===== src/rtl/pio_fifo_pkg.sv =====
package pio_fifo_pkg;
  typedef struct packed {
    logic push;      // store a data byte
    logic pop;       // consume a data byte
    logic popZero;   // consumed byte reads as zero, read pointer holds
    logic cmdPush;   // store a command byte
    logic clrPtrs;   // return both pointers to slot 0
  } fifoStrobes_t;
endpackage


===== src/rtl/pio_fifo_ctrl.sv =====
module pio_fifo_ctrl
  import pio_fifo_pkg::*;
#(
  parameter int DEPTH = 16,
  parameter int CMD_DEPTH = 32,
  localparam int CNT_W = $clog2(DEPTH + 1),
  localparam int CMD_LW = $clog2(CMD_DEPTH + 1)
) (
  input  logic              clk,
  input  logic              rstN,
  input  logic              flush,
  input  logic              cmdPending,
  input  logic              dataOutPhase,
  input  logic              wrEn,
  input  logic [2:0]        wrSize,
  input  logic              rdEn,
  input  logic [2:0]        rdSize,
  output fifoStrobes_t      strobes,
  output logic [CNT_W-1:0]  count,
  output logic [CMD_LW-1:0] cmdLen,
  output logic              rdIrq,
  output logic              overrun
);
  localparam logic [CNT_W-1:0] FULL_MARK = CNT_W'(DEPTH - 1);
  localparam logic [CMD_LW-1:0] CMD_MAX = CMD_LW'(CMD_DEPTH);

  logic wrOk, rdOk, dataWr, dropWr;

  always_comb begin
    wrOk   = wrEn && (wrSize == 3'd1 || wrSize == 3'd4);
    rdOk   = rdEn && (rdSize == 3'd1);
    dataWr = wrOk && !cmdPending && !flush;
    dropWr = dataWr && (count == FULL_MARK);
    strobes.cmdPush = wrOk && cmdPending && (cmdLen != CMD_MAX);
    strobes.push    = dataWr && !dropWr;
    strobes.pop     = rdOk && !flush && (count != '0);
    strobes.popZero = strobes.pop && dataOutPhase;
    strobes.clrPtrs = flush ||
                      (strobes.pop && !strobes.push && count == CNT_W'(1));
  end

  always_ff @(posedge clk) begin
    if (!rstN) begin
      count   <= '0;
      cmdLen  <= '0;
      rdIrq   <= 1'b0;
      overrun <= 1'b0;
    end else begin
      rdIrq   <= strobes.pop;
      overrun <= dropWr;
      if (strobes.cmdPush) cmdLen <= cmdLen + 1'b1;
      if (flush) count <= '0;
      else count <= count + CNT_W'(strobes.push) - CNT_W'(strobes.pop);
    end
  end

  assert_count_bound_R3: assert property (@(posedge clk) disable iff (!rstN)
    count <= FULL_MARK);
  assert_overrun_full_R3: assert property (@(posedge clk) disable iff (!rstN)
    overrun |-> $past(count) == FULL_MARK);
  assert_irq_nonempty_R4: assert property (@(posedge clk) disable iff (!rstN)
    rdIrq |-> $past(count) != '0);
  assert_cmd_no_data_R1: assert property (@(posedge clk) disable iff (!rstN)
    (cmdPending && wrEn && !rdEn && !flush) |=> $stable(count));
  assert_cmd_sat_R2: assert property (@(posedge clk) disable iff (!rstN)
    cmdLen <= CMD_MAX);
  assert_flush_R9: assert property (@(posedge clk) disable iff (!rstN)
    flush |=> count == '0);
endmodule


===== src/rtl/pio_fifo_dp.sv =====
module pio_fifo_dp
  import pio_fifo_pkg::*;
#(
  parameter int DEPTH = 16,
  parameter int CMD_DEPTH = 32,
  localparam int PTR_W = $clog2(DEPTH),
  localparam int CMD_IW = $clog2(CMD_DEPTH),
  localparam int CMD_LW = $clog2(CMD_DEPTH + 1)
) (
  input  logic              clk,
  input  logic              rstN,
  input  fifoStrobes_t      strobes,
  input  logic [7:0]        wrByte,
  input  logic [CMD_LW-1:0] cmdLen,
  input  logic [CMD_IW-1:0] cmdRdIdx,
  output logic [7:0]        cmdRdData,
  output logic [7:0]        rdData,
  output logic [PTR_W-1:0]  rdPtr,
  output logic [PTR_W-1:0]  wrPtr
);
  logic [7:0] dataMem [DEPTH];
  logic [7:0] cmdMem [CMD_DEPTH];

  always_ff @(posedge clk) begin
    if (strobes.push) dataMem[wrPtr] <= wrByte;
    if (strobes.cmdPush) cmdMem[cmdLen[CMD_IW-1:0]] <= wrByte;
  end

  always_ff @(posedge clk) begin
    if (!rstN) begin
      rdPtr  <= '0;
      wrPtr  <= '0;
      rdData <= '0;
    end else begin
      if (strobes.pop) rdData <= strobes.popZero ? 8'h00 : dataMem[rdPtr];
      if (strobes.clrPtrs) begin
        rdPtr <= '0;
        wrPtr <= '0;
      end else begin
        if (strobes.pop && !strobes.popZero) rdPtr <= rdPtr + 1'b1;
        if (strobes.push) wrPtr <= wrPtr + 1'b1;
      end
    end
  end

  assign cmdRdData = cmdMem[cmdRdIdx];

  assert_zero_read_R6: assert property (@(posedge clk) disable iff (!rstN)
    strobes.popZero |=> rdData == 8'h00);
endmodule


===== src/rtl/pio_fifo.sv =====
module pio_fifo
  import pio_fifo_pkg::*;
#(
  parameter int DEPTH = 16,
  parameter int CMD_DEPTH = 32,
  localparam int CNT_W = $clog2(DEPTH + 1),
  localparam int PTR_W = $clog2(DEPTH),
  localparam int CMD_IW = $clog2(CMD_DEPTH),
  localparam int CMD_LW = $clog2(CMD_DEPTH + 1)
) (
  input  logic              clk,
  input  logic              rstN,
  input  logic              flush,
  input  logic              cmdPending,
  input  logic              dataOutPhase,
  input  logic              wrEn,
  input  logic [2:0]        wrSize,
  input  logic [31:0]       wrData,
  input  logic              rdEn,
  input  logic [2:0]        rdSize,
  output logic [7:0]        rdData,
  output logic              rdIrq,
  output logic              overrun,
  output logic [CNT_W-1:0]  count,
  output logic [CMD_LW-1:0] cmdLen,
  input  logic [CMD_IW-1:0] cmdRdIdx,
  output logic [7:0]        cmdRdData
);
  fifoStrobes_t strobes;
  logic [PTR_W-1:0] rdPtr, wrPtr;

  pio_fifo_ctrl #(.DEPTH(DEPTH), .CMD_DEPTH(CMD_DEPTH)) u_ctrl (
    .clk(clk), .rstN(rstN), .flush(flush), .cmdPending(cmdPending),
    .dataOutPhase(dataOutPhase), .wrEn(wrEn), .wrSize(wrSize),
    .rdEn(rdEn), .rdSize(rdSize), .strobes(strobes), .count(count),
    .cmdLen(cmdLen), .rdIrq(rdIrq), .overrun(overrun));

  pio_fifo_dp #(.DEPTH(DEPTH), .CMD_DEPTH(CMD_DEPTH)) u_dp (
    .clk(clk), .rstN(rstN), .strobes(strobes), .wrByte(wrData[7:0]),
    .cmdLen(cmdLen), .cmdRdIdx(cmdRdIdx), .cmdRdData(cmdRdData),
    .rdData(rdData), .rdPtr(rdPtr), .wrPtr(wrPtr));

  // An empty FIFO has both pointers back at slot 0.
  assert_empty_ptrs_R7: assert property (@(posedge clk) disable iff (!rstN)
    (count == '0) |-> (rdPtr == '0 && wrPtr == '0));
endmodule


===== config.mk =====
export PLATFORM = sky130hd
export DESIGN_NAME = pio_fifo
export DESIGN_NICKNAME = d
export VERILOG_FILES = /design/src/rtl/pio_fifo_pkg.sv /design/src/rtl/pio_fifo_ctrl.sv /design/src/rtl/pio_fifo_dp.sv /design/src/rtl/pio_fifo.sv
export SDC_FILE = /design/constraint.sdc
export NUM_CORES = 1
export LEC_CHECK = 0
export BUFFER_PORTS_ARGS = -buffer_cell sky130_fd_sc_hd__buf_4
export CORE_ASPECT_RATIO = 1.25
export CORE_UTILIZATION = 25
export CTS_BUF_LIST = sky130_fd_sc_hd__clkbuf_4 sky130_fd_sc_hd__clkbuf_8
export CTS_CLUSTER_DIAMETER = 120
export DETAILED_ROUTE_END_ITERATION = 8
export PLACE_DENSITY_LB_ADDON = 0.12
export SYNTH_ARGS = -nofsm -noshare
export SYNTH_HDL_FRONTEND = slang
export SYNTH_SLANG_ARGS = --single-unit

===== constraint.sdc =====
create_clock -name clk -period 8.2 [get_ports clk]
set_clock_uncertainty 0.1 [all_clocks]
set_input_delay 1.23 -clock clk [delete_from_list [all_inputs] [get_ports clk]]
set_output_delay 1.23 -clock clk [all_outputs]
set_load 0.02 [all_outputs]

==> results.sh, run 1 <==
export IMPL_peakVddDrop_mv=0.0821
export IMPL_syn_area_um2=16300
export IMPL_multi_input_area_um2=3860
export IMPL_clock_path_buffers=3
export IMPL_synth_fp_nets=886
export IMPL_cp_num_cells=6
export IMPL_crit_slowest_cell="buf_4"
export IMPL_hp_class="reg -> reg"
export IMPL_yosysSeqAreaShare_pct=74.7
export IMPL_synth_edff_count=384
export IMPL_cp_max_fo=43
export IMPL_seq_area_um2=12200
export IMPL_internal_power_mw=3.37
export IMPL_r2r_start="u_ctrl.cmdLen[2]$_SDFFE_PN0P_"
export IMPL_die_h_um=288
export IMPL_synth_top_cell_area_share_pct=70.7
export IMPL_drt_first_pass_iters=5
export IMPL_nNetsFinal=988
export IMPL_r2r_cells=4
export IMPL_r2r_end="u_dp.cmdMem[21][4]$_DFFE_PP_"
export IMPL_syn_inst=819
export IMPL_synth_area_leaders="edfxtp_1 (71%), mux4_2 (13%), dfxtp_1 (4.0%)"
export IMPL_p_clk_share_pct=42.7
export IMPL_rows=104
export IMPL_dp_hpwl_mm=24.3
export IMPL_initial_utilization_pct=25.3
export IMPL_fp_dieW_um=231
export IMPL_cp_common_cell="buf_4"
export IMPL_critical_path_class="in -> out"
export IMPL_hold_slack_ps=386
export IMPL_postCtsHoldBufs=0
export IMPL_synthToLayoutAreaGrowth_pct=16.7
export IMPL_portBuffers=54
export IMPL_p_switching_mw=0.944
export IMPL_gp_congestion=0.717
export IMPL_placed_cell_area_um2=17700
export IMPL_leakagePower_nw=5.86
export IMPL_start_kind="primary input"
export IMPL_crit_buf_inv=3
export IMPL_clkSinkCount=417
export IMPL_wl_mm=41.6
export IMPL_post_drt_via_cell_ratio=4.40
export IMPL_end_kind="primary output"
export IMPL_synth_cell_types=49
export IMPL_relSlewSlack_pct=30.5
export IMPL_worstHoldPathCells=2
export IMPL_status="finished, final reports clean"
export IMPL_worst_slew_pin_slew_ps=1040
export IMPL_cts_tree="done"
export IMPL_power_density_nw_per_um2=227
export IMPL_grt_overflow_total=0
export IMPL_synth_commonest_cells="edfxtp_1 (384), mux4_2 (94), nor2_1 (51)"
export IMPL_dr_total_vias=8012
export IMPL_drv_cap=0
export IMPL_die_area_um2=66300
export IMPL_drtAntennaViolNets=0
export IMPL_grt_pass1_wl_mm=60.3
export IMPL_fillers=6356
export IMPL_synthArstFlopShare_pct=0
export IMPL_cp_top_family="buffers and inverters"
export IMPL_swShare_pct=21.9
export IMPL_crit_required_ps=6870
export IMPL_final_area_um2=19000
export IMPL_cpPeakStageDelay_ps=700
export IMPL_path_clk_slew_ps=50
export IMPL_comb_power_share_pct=3.5
export IMPL_core_area_um2=64400
export IMPL_grt_max_degree=49
export IMPL_arrival_ps=3850
export IMPL_drive_gt1_share_pct=29.1
export IMPL_wl_per_cell_um=22.8
export IMPL_drtIter0Drc=450
export IMPL_drc=0
export IMPL_finalCritPeriodShare_pct=63.1
export IMPL_yosys_cell_count_top_type="edfxtp_1"
export IMPL_antenna_found_initial=2
export IMPL_slew_viol_final=0
export IMPL_cts_made_buffers=76
export IMPL_power_mw=4.32
export IMPL_crit_chain="buf_4, buf_4, mux4_2, o22ai_1, nor4_1, buf_4"
export IMPL_avgSynthCellArea_um2=19.9
export IMPL_ys_warn_count=0
export IMPL_clock_latency_ps=630
export IMPL_grt_use_total_pct=12.8
export IMPL_synth_seq_cells=417
export IMPL_postCtsSetupRepairBufs=0
export IMPL_hold_viol_final=0
export IMPL_max_freq_mhz=193
export IMPL_setup_tns_ps=0
export IMPL_io_pins=79
export IMPL_yosysTopAreaCell="edfxtp_1"
export IMPL_ys_flop_type="edfxtp_1"
export IMPL_rsz0062_at_grt="no"
export IMPL_holdCritStartpoint="u_dp.rdPtr[3]$_SDFFE_PP0P_"
export IMPL_grt_pass1_vias=8702
export IMPL_finalCriticalPeriod_ps=5180
export IMPL_cts_max_level=3
export IMPL_p_seq_share_pct=53.8
export IMPL_r2r_setup_slack_ps=4840
export IMPL_ctsRootBufferMaster="clkbuf_8"
export IMPL_post_cts_resized=0
export IMPL_setup_viol=0
[how the worst max path moves through the flow]
| stage | startpoint | endpoint | slack (ps) |
|---|---|---|---|
| finish | cmdRdIdx[0] | cmdRdData[4] | 3020 |
| global route | cmdRdIdx[0] | cmdRdData[4] | 2810 |
| CTS | cmdRdIdx[0] | cmdRdData[4] | 2910 |
| detailed placement | cmdRdIdx[0] | cmdRdData[4] | 2910 |
| global placement | cmdRdIdx[0] | cmdRdData[6] | 2910 |
| floorplan | cmdRdIdx[1] | cmdRdData[0] | 4090 |
[cells in the final DEF (no fill, tap or decap), types with 16 or more instances in the layout]
master / synthesis / layout
o22ai_1: 33 / 33
ha_1: 16 / 16
nor2_1: 51 / 51
mux2i_1: 29 / 29
buf_4: 11 / 62
mux4_2: 94 / 94
clkinv_1: 1 / 18
edfxtp_1: 384 / 384
inv_1: 19 / 19
clkbuf_8: 0 / 80
dfxtp_1: 33 / 32
clkbuf_4: 0 / 23
[layout make-up]
| type | count | share of cell area (%) |
|---|---|---|
| clock inverter | 26 | 0.604 |
| inverter | 21 | 0.414 |
| clock buffer | 103 | 6.69 |
| tap | 848 | 5.57 |
| multi-input combinational | 343 | 20.2 |
| timing repair buffer | 62 | 2.44 |
| antenna | 1 | 0.0131 |
| sequential | 417 | 64.0 |
[stage by stage]
step / setup slack, ps / util [%] / std cells
final: 3020 / 29.6 / 1821
after global routing: 2810 / 29.6 / 1821
after CTS: 2910 / 29.6 / 1820
after detailed placement: 2910 / 27.4 / 1691
after global placement: 2910 / 27.4 / 1691
after floorplan: 4090 / - / 819
[worst reg2reg max path, delay by kind of cell, from the launching register on]
family / cells / cell delay [ps]
compound gates: 1 / 380
flops: 1 / 840
simple gates: 3 / 1650
[state kept, by name (all words and copies together), names as in the netlist, 4 cells and up, named ones only]
register,cells
u_dp.dataMem,128
u_dp.wrPtr,4
u_dp.rdPtr,4
u_ctrl.cmdLen,6
u_dp.cmdMem,256
u_ctrl.count,5
u_dp.rdData,8
[metal layers]
layer  up-vias  global-route usage, %  wire length [um]
met4         0                   5.10              1050
met3        71                   2.43              1860
met1      4175                   15.4             17200
met5         -                      0                 0
li1       3570                      -                 -
met2       196                   22.4             21500
[kinds of logic (layout without fill, tap and decap cells)]
family,Yosys count,after routing,synth area share (%)
simple gates,133,133,4.43
buf+inv,59,212,1.76
mux,123,123,14.8
other cells,0,1,0
flops,417,417,74.7
xor+xnor,7,7,0.422
fa+ha+maj,17,17,1.35
compound gates,63,63,2.56
[power by group through the flow]
| stage | Combinational (mW) | Clock, mW | Sequential (mW) |
|---|---|---|---|
| floorplan | 0.0741 | 0 | 2.37 |
| global placement | 0.157 | 0 | 2.37 |
| detailed placement | 0.158 | 0 | 2.37 |
| CTS | 0.158 | 1.92 | 2.32 |
| global route | 0.164 | 2.00 | 2.32 |
| finish | 0.151 | 1.84 | 2.32 |
(Power assumes the default switching activity.)
==> run 2, diff against run 1 <==
--- a/config.mk
+++ b/config.mk
@@ -5,6 +5,7 @@
 export SDC_FILE = /design/constraint.sdc
 export NUM_CORES = 1
 export LEC_CHECK = 0
+export ABC_AREA = 1
 export BUFFER_PORTS_ARGS = -buffer_cell sky130_fd_sc_hd__buf_4
 export CORE_ASPECT_RATIO = 1.25
 export CORE_UTILIZATION = 25
==> constraint.sdc (replaced) <==
create_clock -name clk -period 5 [get_ports clk]
set_clock_uncertainty 0.1 [all_clocks]
set_input_delay 0.75 -clock clk [delete_from_list [all_inputs] [get_ports clk]]
set_output_delay 0.75 -clock clk [all_outputs]
set_load 0.02 [all_outputs]
==> results.sh, run 2 <==
export IMPL_antenna_found_initial=1
export IMPL_end_kind="primary output"
export IMPL_drt_first_pass_iters=6
export IMPL_synth_seq_cells=417
export IMPL_ys_flop_type="edfxtp_1"
export IMPL_initial_utilization_pct=25.4
export IMPL_core_area_um2=67200
export IMPL_post_drt_via_cell_ratio=4.43
export IMPL_clkSinkCount=417
export IMPL_arrival_ps=2980
export IMPL_cpPeakStageDelay_ps=510
export IMPL_relSlewSlack_pct=33.4
export IMPL_clock_latency_ps=640
export IMPL_cp_max_fo=31
export IMPL_drtIter0Drc=579
export IMPL_postCtsHoldBufs=0
export IMPL_drc=0
export IMPL_grt_pass1_wl_mm=73.2
export IMPL_r2r_start="u_ctrl.cmdLen[2]$_SDFFE_PN0P_"
export IMPL_wl_mm=49.3
export IMPL_fp_dieW_um=236
export IMPL_finalCriticalPeriod_ps=3830
export IMPL_die_h_um=295
export IMPL_holdCritStartpoint="rstN"
export IMPL_yosys_cell_count_top_type="nand2_1"
export IMPL_postCtsSetupRepairBufs=0
export IMPL_syn_area_um2=17100
export IMPL_dp_hpwl_mm=28.5
export IMPL_drive_gt1_share_pct=12.8
export IMPL_fillers=6946
export IMPL_drv_cap=0
export IMPL_largest_register_ffs=256
export IMPL_peakVddDrop_mv=0.154
export IMPL_io_pins=79
export IMPL_setup_viol=0
export IMPL_grt_pass1_vias=11299
export IMPL_synth_top_cell_area_share_pct=67.4
export IMPL_worst_slew_pin_slew_ps=999
export IMPL_gp_congestion=0.730
export IMPL_status="finished, final reports clean"
export IMPL_hold_viol_final=0
export IMPL_yosysSeqAreaShare_pct=71.2
export IMPL_drtAntennaViolNets=0
export IMPL_crit_chain="buf_4, clkinv_1, buf_4, nand3_1, nand2_1, nand2_1, nand2_1, nor2_1, a21oi_1, buf_4"
export IMPL_synth_area_leaders="edfxtp_1 (67%), nand2_1 (10%), nand3_1 (8.6%)"
export IMPL_syn_inst=1517
export IMPL_rows=106
export IMPL_hp_class="in -> reg"
export IMPL_path_clk_slew_ps=60
export IMPL_cp_startpoint="cmdRdIdx[2]"
export IMPL_setup_tns_ps=0
export IMPL_cts_made_buffers=75
export IMPL_synthArstFlopShare_pct=0
export IMPL_synth_cell_types=26
export IMPL_leakagePower_nw=7.03
export IMPL_grt_use_total_pct=14.3
export IMPL_die_area_um2=69500
export IMPL_slew_viol_final=0
export IMPL_synth_edff_count=384
export IMPL_portBuffers=54
export IMPL_wl_per_cell_um=19.6
export IMPL_post_cts_resized=0
export IMPL_synthToLayoutAreaGrowth_pct=16.1
export IMPL_finalCritPeriodShare_pct=76.7
export IMPL_yosysTopAreaCell="edfxtp_1"
export IMPL_clock_path_buffers=3
export IMPL_pre_cts_ws_ps=1120
export IMPL_synth_commonest_cells="nand2_1 (471), edfxtp_1 (384), nand3_1 (293)"
export IMPL_layout_common_cells="nand2_1 (471), edfxtp_1 (384), nand3_1 (293)"
export IMPL_nNetsFinal=1653
export IMPL_grt_overflow_total=0
export IMPL_avgSynthCellArea_um2=11.3
export IMPL_dr_total_vias=11127
export IMPL_grt_max_degree=129
export IMPL_max_freq_mhz=261
export IMPL_crit_required_ps=4150
export IMPL_setup_slack_ps=1170
export IMPL_critical_path_class="in -> out"
export IMPL_start_kind="primary input"
export IMPL_layout_commonest_cell="nand2_1"
export IMPL_synth_fp_nets=1584
export IMPL_crit_slowest_cell="clkinv_1"
export IMPL_cts_max_level=3
export IMPL_cts_tree="done"
export IMPL_power_density_nw_per_um2=368
export IMPL_ctsRootBufferMaster="clkbuf_8"
export IMPL_rsz0062_at_grt="no"
export IMPL_ys_warn_count=0
==> run 2: cell types whose count changed in the layout (fill, tap and decap cells not counted), moves of 23 or more <==
cell | before | now
o22ai_1 | 33 | 0
inv_1 | 19 | 47
a21oi_1 | 9 | 73
nor2_1 | 51 | 74
nand2_1 | 13 | 471
mux4_2 | 94 | 0
mux2i_1 | 29 | 0
nand3_1 | 8 | 293
==> run 2: per-stage QoR <==
stage               cells  cell area, um^2  utilization, %  hold WS (ps)  power (mW)
finish               2509            19900            29.6           291        7.31
global route         2509            19900            29.6           305        7.59
floorplan            1517            17100               -           347        4.04
detailed placement   2373            18400            27.4           365        4.23
global placement     2373            18400            27.4           362        4.22
CTS                  2508            19900            29.5           235        7.43
==> run 2: logic make-up (layout without fill, tap and decap cells) <==
group / after synthesis / after routing / synth area share, %
AOI/OAI and AO/OA: 91 / 91 / 2.78
xor gates and xnor gates: 6 / 6 / 0.307
adders and majority gates: 17 / 17 / 1.29
buffers and inverters: 135 / 262 / 3.34
DFF: 417 / 417 / 71.2
other: 0 / 1 / 0
and+or+nand+nor: 851 / 851 / 21.0
==> run 2: path summary, 6_finish.rpt <==
check / endpoint / slack [ps] / cells after the start
min: u_ctrl.cmdLen[1]$_SDFFE_PN0P_ / 290 / 3
max: cmdRdData[0] / 1170 / 10
max reg2reg: u_dp.cmdMem[31][2]$_DFFE_PP_ / 1920 / 7
min reg2reg: u_dp.rdData[3]$_SDFFE_PN0N_ / 370 / 2
==> run 2: cell type report <==
class                           instances  area (um^2)  area share [%]
Sequential cell                       417        12200            61.4
Multi-Input combinational cell        965         4350            21.9
Clock buffer                          112         1340            6.75
Tap cell                              864         1080            5.44
Timing Repair Buffer                   72          578            2.91
Inverter                               55          209            1.05
Clock inverter                         23          115           0.579
Antenna cell                            1         2.50          0.0126
==> run 2: critical path, delay by kind of cell <==
| kind | cells | cell delay [ps] |
|---|---|---|
| and+or+nand+nor | 5 | 640 |
| buffers and inverters | 4 | 1480 |
| AOI/OAI and AO/OA | 1 | 70 |
==> run 2: layer usage <==
| layer | GRT usage (%) | vias to the layer above | share of wire (%) |
|---|---|---|---|
| li1 | - | 5421 | - |
| met1 | 17.5 | 5438 | 43 |
| met2 | 25.1 | 207 | 51 |
| met3 | 2.81 | 61 | 4.4 |
| met4 | 4.35 | 0 | 1.7 |
| met5 | 0 | - | 0 |
==> run 2: where the power goes <==
group	switching [mW]	leakage, nW	internal, mW
clock	1.45	0.779	1.72
sequential	0.00223	3.72	3.81
combinational	0.246	2.53	0.0839
total	1.69	7.03	5.61
